==> src/rtl/cam_pkg.sv <==
package cam_pkg;

  // Strobes issued by the sequencer to the storage datapath.
  typedef struct packed {
    logic loadMatch;  // capture compare vector into match register
    logic popMatch;   // retire the lowest set match bit
    logic doWrite;    // store write word into lowest free entry
    logic doClear;    // release the entry named by the clear index
  } camStrobe_t;

endpackage

==> src/rtl/cam_datapath.sv <==
module cam_datapath
  import cam_pkg::*;
#(
  parameter int WORDS = 8,
  parameter int WIDTH = 16,
  localparam int IDX_W = $clog2(WORDS)
) (
  input  logic             clk,
  input  logic             rst_n,
  input  camStrobe_t       ctl,
  input  logic [WIDTH-1:0] srchArg,
  input  logic [WIDTH-1:0] srchKey,
  input  logic [WIDTH-1:0] wrData,
  input  logic [IDX_W-1:0] clrIdx,
  output logic             matchAny,
  output logic             matchLast,
  output logic             full,
  output logic [WIDTH-1:0] rdData,
  output logic [IDX_W-1:0] rdIndex
);

  logic [WIDTH-1:0] store [WORDS];
  logic [WORDS-1:0] occ;
  logic [WORDS-1:0] occNext;
  logic [WORDS-1:0] hitVec;
  logic [WORDS-1:0] matchReg;
  logic [IDX_W-1:0] freeIdx;
  logic [IDX_W-1:0] scanIdx;

  // Parallel masked compare, one comparator per entry.
  for (genvar g = 0; g < WORDS; g++) begin : gCmp
    assign hitVec[g] = occ[g] && (((store[g] ^ srchArg) & srchKey) == '0);
  end

  // Lowest unoccupied entry.
  always_comb begin
    freeIdx = '0;
    for (int i = WORDS - 1; i >= 0; i--) begin
      if (!occ[i]) freeIdx = IDX_W'(i);
    end
  end

  // Lowest pending match.
  always_comb begin
    scanIdx = '0;
    for (int i = WORDS - 1; i >= 0; i--) begin
      if (matchReg[i]) scanIdx = IDX_W'(i);
    end
  end

  assign full      = &occ;
  assign matchAny  = |matchReg;
  assign matchLast = matchAny && ((matchReg & (matchReg - 1'b1)) == '0);
  assign rdData    = store[scanIdx];
  assign rdIndex   = scanIdx;

  always_comb begin
    occNext = occ;
    if (ctl.doClear) occNext[clrIdx] = 1'b0;
    if (ctl.doWrite) occNext[freeIdx] = 1'b1;
  end

  always_ff @(posedge clk or negedge rst_n) begin
    if (!rst_n) begin
      occ      <= '0;
      matchReg <= '0;
    end else begin
      occ <= occNext;
      if (ctl.loadMatch) matchReg <= hitVec;
      else if (ctl.popMatch) matchReg[scanIdx] <= 1'b0;
    end
  end

  always_ff @(posedge clk or negedge rst_n) begin
    if (!rst_n) begin
      for (int i = 0; i < WORDS; i++) store[i] <= '0;
    end else if (ctl.doWrite) begin
      store[freeIdx] <= wrData;
    end
  end

  AST_WRITE_NOT_FULL: assert property (@(posedge clk) disable iff (!rst_n)
    ctl.doWrite |-> !full);
  AST_WRITE_MARKS: assert property (@(posedge clk) disable iff (!rst_n)
    ctl.doWrite |=> occ[$past(freeIdx)]);
  AST_CLEAR_FREES: assert property (@(posedge clk) disable iff (!rst_n)
    (ctl.doClear && !ctl.doWrite) |=> !occ[$past(clrIdx)]);
  AST_MATCH_OCCUPIED: assert property (@(posedge clk) disable iff (!rst_n)
    ctl.loadMatch |=> ((matchReg & ~$past(occ)) == '0));
  AST_POP_ONE: assert property (@(posedge clk) disable iff (!rst_n)
    ctl.popMatch |=> ($countones(matchReg) == $countones($past(matchReg)) - 1));
  AST_NO_LOAD_POP: assert property (@(posedge clk) disable iff (!rst_n)
    !(ctl.loadMatch && ctl.popMatch));

endmodule

==> src/rtl/cam_control.sv <==
module cam_control
  import cam_pkg::*;
(
  input  logic       clk,
  input  logic       rst_n,
  input  logic       srchValid,
  input  logic       wrValid,
  input  logic       clrValid,
  input  logic       matchAny,
  input  logic       matchLast,
  input  logic       full,
  output camStrobe_t ctl,
  output logic       busy,
  output logic       rdValid,
  output logic       rdLast,
  output logic       noMatch
);

  typedef enum logic {ST_IDLE, ST_SCAN} camState_t;

  camState_t state;
  camState_t stateNext;

  always_comb begin
    stateNext     = state;
    ctl           = '0;
    rdValid       = 1'b0;
    rdLast        = 1'b0;
    noMatch       = 1'b0;
    unique case (state)
      ST_IDLE: begin
        ctl.doWrite = wrValid && !full;
        ctl.doClear = clrValid;
        if (srchValid) begin
          ctl.loadMatch = 1'b1;
          stateNext     = ST_SCAN;
        end
      end
      ST_SCAN: begin
        if (matchAny) begin
          rdValid      = 1'b1;
          rdLast       = matchLast;
          ctl.popMatch = 1'b1;
          if (matchLast) stateNext = ST_IDLE;
        end else begin
          noMatch   = 1'b1;
          stateNext = ST_IDLE;
        end
      end
      default: stateNext = ST_IDLE;
    endcase
  end

  assign busy = (state == ST_SCAN);

  always_ff @(posedge clk or negedge rst_n) begin
    if (!rst_n) state <= ST_IDLE;
    else        state <= stateNext;
  end

  AST_LAST_ENDS: assert property (@(posedge clk) disable iff (!rst_n)
    (rdValid && rdLast) |=> (!busy && !rdValid));
  AST_NOMATCH_EXCL: assert property (@(posedge clk) disable iff (!rst_n)
    noMatch |-> !rdValid);
  AST_NOMATCH_ONCE: assert property (@(posedge clk) disable iff (!rst_n)
    noMatch |=> !noMatch);
  AST_BUSY_QUIET: assert property (@(posedge clk) disable iff (!rst_n)
    busy |-> (!ctl.doWrite && !ctl.doClear && !ctl.loadMatch));
  AST_SEARCH_STARTS: assert property (@(posedge clk) disable iff (!rst_n)
    (srchValid && !busy) |=> busy);

endmodule

==> src/rtl/cam_masked.sv <==
module cam_masked
  import cam_pkg::*;
#(
  parameter int WORDS = 8,
  parameter int WIDTH = 16,
  localparam int IDX_W = $clog2(WORDS)
) (
  input  logic             clk,
  input  logic             rst_n,
  input  logic             srchValid,
  input  logic [WIDTH-1:0] srchArg,
  input  logic [WIDTH-1:0] srchKey,
  input  logic             wrValid,
  input  logic [WIDTH-1:0] wrData,
  input  logic             clrValid,
  input  logic [IDX_W-1:0] clrIdx,
  output logic             busy,
  output logic             full,
  output logic             rdValid,
  output logic [WIDTH-1:0] rdData,
  output logic [IDX_W-1:0] rdIndex,
  output logic             rdLast,
  output logic             noMatch
);

  camStrobe_t ctl;
  logic       matchAny;
  logic       matchLast;

  cam_control u_ctrl (
    .clk       (clk),
    .rst_n     (rst_n),
    .srchValid (srchValid),
    .wrValid   (wrValid),
    .clrValid  (clrValid),
    .matchAny  (matchAny),
    .matchLast (matchLast),
    .full      (full),
    .ctl       (ctl),
    .busy      (busy),
    .rdValid   (rdValid),
    .rdLast    (rdLast),
    .noMatch   (noMatch)
  );

  cam_datapath #(
    .WORDS (WORDS),
    .WIDTH (WIDTH)
  ) u_dp (
    .clk       (clk),
    .rst_n     (rst_n),
    .ctl       (ctl),
    .srchArg   (srchArg),
    .srchKey   (srchKey),
    .wrData    (wrData),
    .clrIdx    (clrIdx),
    .matchAny  (matchAny),
    .matchLast (matchLast),
    .full      (full),
    .rdData    (rdData),
    .rdIndex   (rdIndex)
  );

  AST_OUT_EXCL: assert property (@(posedge clk) disable iff (!rst_n)
    !(rdValid && noMatch));
  AST_LAST_WITH_VALID: assert property (@(posedge clk) disable iff (!rst_n)
    rdLast |-> rdValid);

endmodule

==> config.mk <==
export PLATFORM = sky130hd
export DESIGN_NAME = cam_masked
export DESIGN_NICKNAME = d
export VERILOG_FILES = /design/src/rtl/cam_pkg.sv /design/src/rtl/cam_datapath.sv /design/src/rtl/cam_control.sv /design/src/rtl/cam_masked.sv
export SDC_FILE = /design/constraint.sdc
export NUM_CORES = 1
export LEC_CHECK = 0
export ABC_CLOCK_PERIOD_IN_PS = 2200
export CAP_MARGIN = 0
export CORE_ASPECT_RATIO = 0.7
export CORE_MARGIN = 2
export CORE_UTILIZATION = 50
export DETAILED_ROUTE_END_ITERATION = 6
export PLACE_DENSITY = 0.75
export SETUP_SLACK_MARGIN = 0.1
export SLEW_MARGIN = 20
export SYNTH_ARGS = -nofsm -noshare
export SYNTH_HDL_FRONTEND = slang
export SYNTH_SLANG_ARGS = --single-unit
==> constraint.sdc <==
create_clock -name clk -period 2.2 [get_ports clk]
set_clock_uncertainty 0.05 [all_clocks]
set_input_delay 0.44 -clock clk [delete_from_list [all_inputs] [get_ports clk]]
set_output_delay 0.44 -clock clk [all_outputs]
set_load 0.01 [all_outputs]
## Word-level counts from Yosys, hierarchy flattened

Index checks and enable logic that the tools add are counted.

- Register bits: 145
- Input port bits: 56

- $add $sub $neg: 1
- $lt $le $gt $ge: 9
- Mux-type cells: 44
- Bitwise gates (word level): 25
- Reduce and logical (&&, ||, !) cells: 27

Operators by type and width:

| operator | number |
|---|---|
| AND 16 bit | 8 |
| bitwise mux 128 bit | 1 |
| zero test 16 bit | 8 |
| XOR 16 bit | 8 |
| binary-select mux 16 bit (select 3 bit) | 1 |
| demux 16 bit (select 3 bit) | 1 |
| two-way mux 16 bit | 3 |
| two-way mux 3 bit | 16 |
| two-way mux 8 bit | 4 |
| AND 8 bit | 3 |
| inverter 8 bit | 2 |
| logical AND 1 bit | 14 |
| two-way mux 1 bit | 13 |
| less-than comparator 3 x 4 -> 1 bit, second input constant | 3 |
| demux 1 bit (select 3 bit) | 3 |
| >= comparator 3 x 1 -> 1 bit, second input constant | 3 |
| >= comparator 4 bit, second input constant | 2 |
| zero test 8 bit | 1 |
| inverter 3 -> 4 bit | 2 |
| bitwise OR 8 bit | 1 |
| AND reduction 8 bit | 1 |
| OR reduction 8 bit | 1 |
| subtractor 8 x 1 -> 8 bit, second input constant | 1 |
| less-than comparator 4 x 1 -> 1 bit, second input constant | 1 |
| other kinds (5) | 5 |

## Logic depth before layout (Yosys ltp)

- Depth after elaboration: 16
- Depth in mapped cells: 9
- Gate-level depth less buffers: 6

## Modules after synthesis

From an unflattened synthesis, not the netlist that was laid out.

- Cell total of the unflattened synthesis: 839
- Area, all modules: 8902.3 um^2

By module, submodules not included:

| module | instances | cells an instance | area each (um^2) |
|---|---|---|---|
| cam_datapath | 1 | 829 | 8816.0 |
| cam_control | 1 | 10 | 86.3 |

## Least setup slack after synthesis

Ideal clock, no wire load.

- Kind: flip-flop to output port
- Start point: register u_dp.matchReg[2]
- End point: output port rdData[10]
- Arrival: 1.711 ns
- Required time: 1.710 ns
- Slack: -0.001 ns
- Cell stages (with the launch flop): 9
- Path through: dfrtp_1 -> buf_2 -> nand2b_1 -> a21oi_2 -> buf_2 -> buf_4 -> nor3b_1 -> o21ai_0 -> o2111ai_1

- Word-level cells in the longest chain between the ends: 7

RTL lines:

| what | line | source |
|---|---|---|
| start, declared | cam_datapath.sv:26 | `logic [WORDS-1:0] matchReg;` |
| start signal, assigned | cam_datapath.sv:69 | `if (ctl.loadMatch) matchReg <= hitVec;` |
| two-way mux 3 bit (3 in a row) | cam_datapath.sv:47 | `if (matchReg[i]) scanIdx = IDX_W'(i);` |
| inverter 3 -> 4 bit (implied by the code) | cam_datapath.sv:54 | `assign rdData = store[scanIdx];` |
| binary-select mux 16 bit (select 3 bit) | cam_datapath.sv:54 |  |
| two-way mux 16 bit (implied by the code) (2 in a row) | cam_datapath.sv:54 |  |
| end, declared | cam_masked.sv:20 | `output logic [WIDTH-1:0] rdData,` |

No other way between the ends. The select of a mux whose other input is x is not followed.

## Final worst setup path

- Start point: register u_dp.matchReg[7]
- End point: output port rdData[8]

- Word-level cells in the longest chain between the ends: 12

RTL lines:

| what | line |
|---|---|
| two-way mux 3 bit (8 in a row) | cam_datapath.sv:47 |
| inverter 3 -> 4 bit (implied by the code) | cam_datapath.sv:54 |
| binary-select mux 16 bit (select 3 bit) | cam_datapath.sv:54 |
| two-way mux 16 bit (implied by the code) (2 in a row) | cam_datapath.sv:54 |

No other way between the ends. The select of a mux whose other input is x is not followed.

==> impl_results.md <==
* Register area share after synthesis at 0.401
* Worst hold margin at 0.496 ns
* Period minus WS final at 2.79 ns
* Synth top area cells: dfrtp_1 (40%), mux2_2 (16%), xor2_1 (12%)
* Final worst slack at -0.585 ns
* PortBufs at 79
* Synth Area per Inst at 10.8 µm²
* Commonest cells post-synth: dfrtp_1 (145), mux2_2 (128), xor2_1 (128)
* Finished Layout Cells at 1281
* Endpoint of the worst register-to-register path: u_dp.matchReg[2]
* Inserted Clock Buffers at 17
* CP delay by family, top: buffers and inverters
* Vias in the first global route at 7931
* Starting Density at 0.506
* FF+latch count, synth at 145
* Flop2flop setup slack at -0.03 ns
* First-pass GRT wire length at 47000 µm
* GR peak layer: met2
* Pre-Repair DR Iteration Count at 7
* Global Route met3 Usage at 0.0934
* Crit end category: output port
* Die width at 165 µm
* Worst r2r src: u_dp.matchReg[7]
* Pwr Density at 1060 nW/µm²
* Max Clk Rate at 359 MHz
* Ys flop type: dfrtp_1
* Failing checks: negative setup slack
* GPL Wtd Cong at 0.975
* CP bufs+invs at 3
* Final Hold Fails at 0
* CP peak stage delay at 0.44 ns
* Met1 Track Usage GR at 0.452
* Area Growth Syn to Fin at 36.2%
* DR iter-0 viols at 1042
* Post-synth top area share at 0.401
* Fin util at 0.689
* Clk Latency, worst-skew pair at 0.44 ns
* Row count at 41
* Ys async rst share at 1.00
* Crit-path slowest cell: dfrtp_2
* Vias per std cell at 6.36
* Final HPWL from detailed placement at 21200 µm
* M2 GR Usage at 0.508
* Die ar. at 19200 µm²
* Cells after Synth at 837
* Final max-slew violation count at 0
* Initial antenna violation count at 1
* CTS clk-pin slew, worst paths at 0.06 ns
* Final Cycle Share at 1.27
* Fraction of layout cells with a size suffix above 1 at 0.414
* Crit path DAT at 2.30 ns
* Worst Setup Start Kind: flop
* Most frequent cell on the critical path: buf_6
* Setup-failing EPs final at 21
* Yosys cell types at 49
* Worst-path cell chain: nor2b_4 -> o21a_4 -> nor2_4 -> buf_6 -> buf_6 -> mux2i_1 -> o2111ai_2 -> buf_2
* Slew @ Worst Pin at 0.585 ns
* Post-route ant nets at 0
* Worst IR Drop VDD at 578 µV
* Sink Count at 145
* Status: finished, violations left
* R2R depth at 9
* CP Class: reg -> out
* WP data required at 1.71 ns
* Setup_tns at -9.76 ns
* Ys Warns at 0
* Die H at 117 µm
* Leak at 5.65 nW
* Core Area at 17900 µm²
* Slew headroom at 0.610
* Overflow after GRT at 0
* Max-Cap Viols at 0
* Largest net degree at the start of global routing at 56
* CTS tree: yes
* Hold Crit Class: in -> async
* EDFF count, synth at 0
* Layout Nets at 1087
* Htree depth at 4
* DRC viols at 0
* Per-cell routed wire length at 25.0 µm
* WL final at 32000 µm
* RSZ-0062 raised after global routing: true
* GRT Overall Usage at 0.333
* Max FO, Critical Path at 6
* Root Buffer: clkbuf_16
* Cell taking the most area after synthesis: dfrtp_1
* Count leader, synth: dfrtp_1
* Ports at 80
* Synth Cell Area at 9060 µm²
* Layout fillers at 1261
* Syn Nets at 893
* Maximum clock path buffer count at 2
* Via count at 8146
* Placed cells at 1217
[kinds of logic after synthesis]
| group | after synthesis | share of synthesized area |
|---|---|---|
| AOI/OAI and AO/OA | 208 | 0.162 |
| DFF | 145 | 0.401 |
| muxes | 144 | 0.177 |
| and+or+nand+nor | 134 | 0.0960 |
| xor gates and xnor gates | 128 | 0.124 |
| buffers and inverters | 76 | 0.0387 |
| adders and majority gates | 2 | 0.00221 |
[cell type report]
| cell class | instances | area [µm²] | share of cell area |
|---|---|---|---|
| well taps | 236 | 295 | 0.0239 |
| clock inverters | 14 | 156 | 0.0127 |
| repair buffers | 246 | 2320 | 0.188 |
| multi-input cells | 616 | 5460 | 0.443 |
| inverters | 5 | 18.8 | 0.00152 |
| clock buffers | 18 | 439 | 0.0356 |
| diodes | 1 | 2.50 | 0.000203 |
| flip-flops and latches | 145 | 3640 | 0.295 |
[worst reg2reg max path: stages (launching register included)]
cell and delay, ns:
dfrtp_2 0.44, nor2b_4 0.14, o21a_4 0.25, nor2_4 0.22
buf_4 0.22, buf_4 0.14, inv_1 0.07, o311ai_1 0.33
buf_4 0.17, o21ai_0 0.07
[flip-flops by register name, summed over array words and instances, names as in the netlist]
name and flops:
u_ctrl.busy 1, u_dp.occ 8, u_dp.store 128, u_dp.matchReg 8
[metrics by stage]
step	setup slack, ns	total power, W	area, µm²
after global placement	-0.550	0.00950	11100
after floorplan	0.0522	0.00757	9080
final	-0.585	0.0130	12300
after global routing	-0.647	0.0136	12300
after CTS	-0.531	0.0127	12000
after detailed placement	-0.669	0.00966	11100
[how the worst max path moves through the flow]
stage,to,startpoint,depth (start not counted)
floorplan,rdData[10],u_dp.matchReg[7],7
global placement,u_dp.matchReg[3],srchArg[10],9
detailed placement,u_dp.matchReg[3],srchArg[10],9
CTS,rdData[8],u_dp.matchReg[7],8
global route,rdLast,u_dp.matchReg[1],6
finish,rdData[8],u_dp.matchReg[7],8
[routing by layer]
layer  share of wire  routed length [µm]
met2            0.44               14200
met4           0.031                 988
met5          0.0017                  54
met3            0.12                3720
met1            0.41               13100
[power breakdown]
| group | switching (W) | leakage (nW) | internal [W] |
|---|---|---|---|
| Combinational | 0.00250 | 3.54 | 0.00274 |
| Sequential | 0.00109 | 1.83 | 0.00371 |
| Clock | 0.00129 | 0.285 | 0.00172 |
[cell usage in the layout, fill, tap and decap left out, types with 8 or more instances in the layout]
cell type,netlist,final
nand2_1,23,21
buf_6,2,15
a222oi_1,8,8
xor2_1,128,128
o21ai_0,57,25
nand2b_1,9,8
o2111ai_1,16,11
nand3_1,9,9
clkbuf_16,0,20
dfrtp_1,145,139
a22oi_1,38,35
nand4_1,11,11
clkdlybuf4s50_1,0,49
buf_12,0,17
mux2i_1,16,14
o21ai_1,6,26
nor3b_1,48,33
buf_2,13,17
buf_4,9,131
o21ai_2,2,14
mux2_2,128,116
o21a_1,50,49
nor3b_2,2,16
mux2_4,0,12
[what timing repair did]
action / CTS / global route
hold buffers: 1 / 0
resized for setup: 161 / 68
pin swaps: 21 / 15
buffers inserted: 18 / 8
endpoints found under the setup margin: 28 / 50
gates cloned: 2 / 3
hold endpoints to repair: 51 / 0
Power figures use the tool's default switching activity.
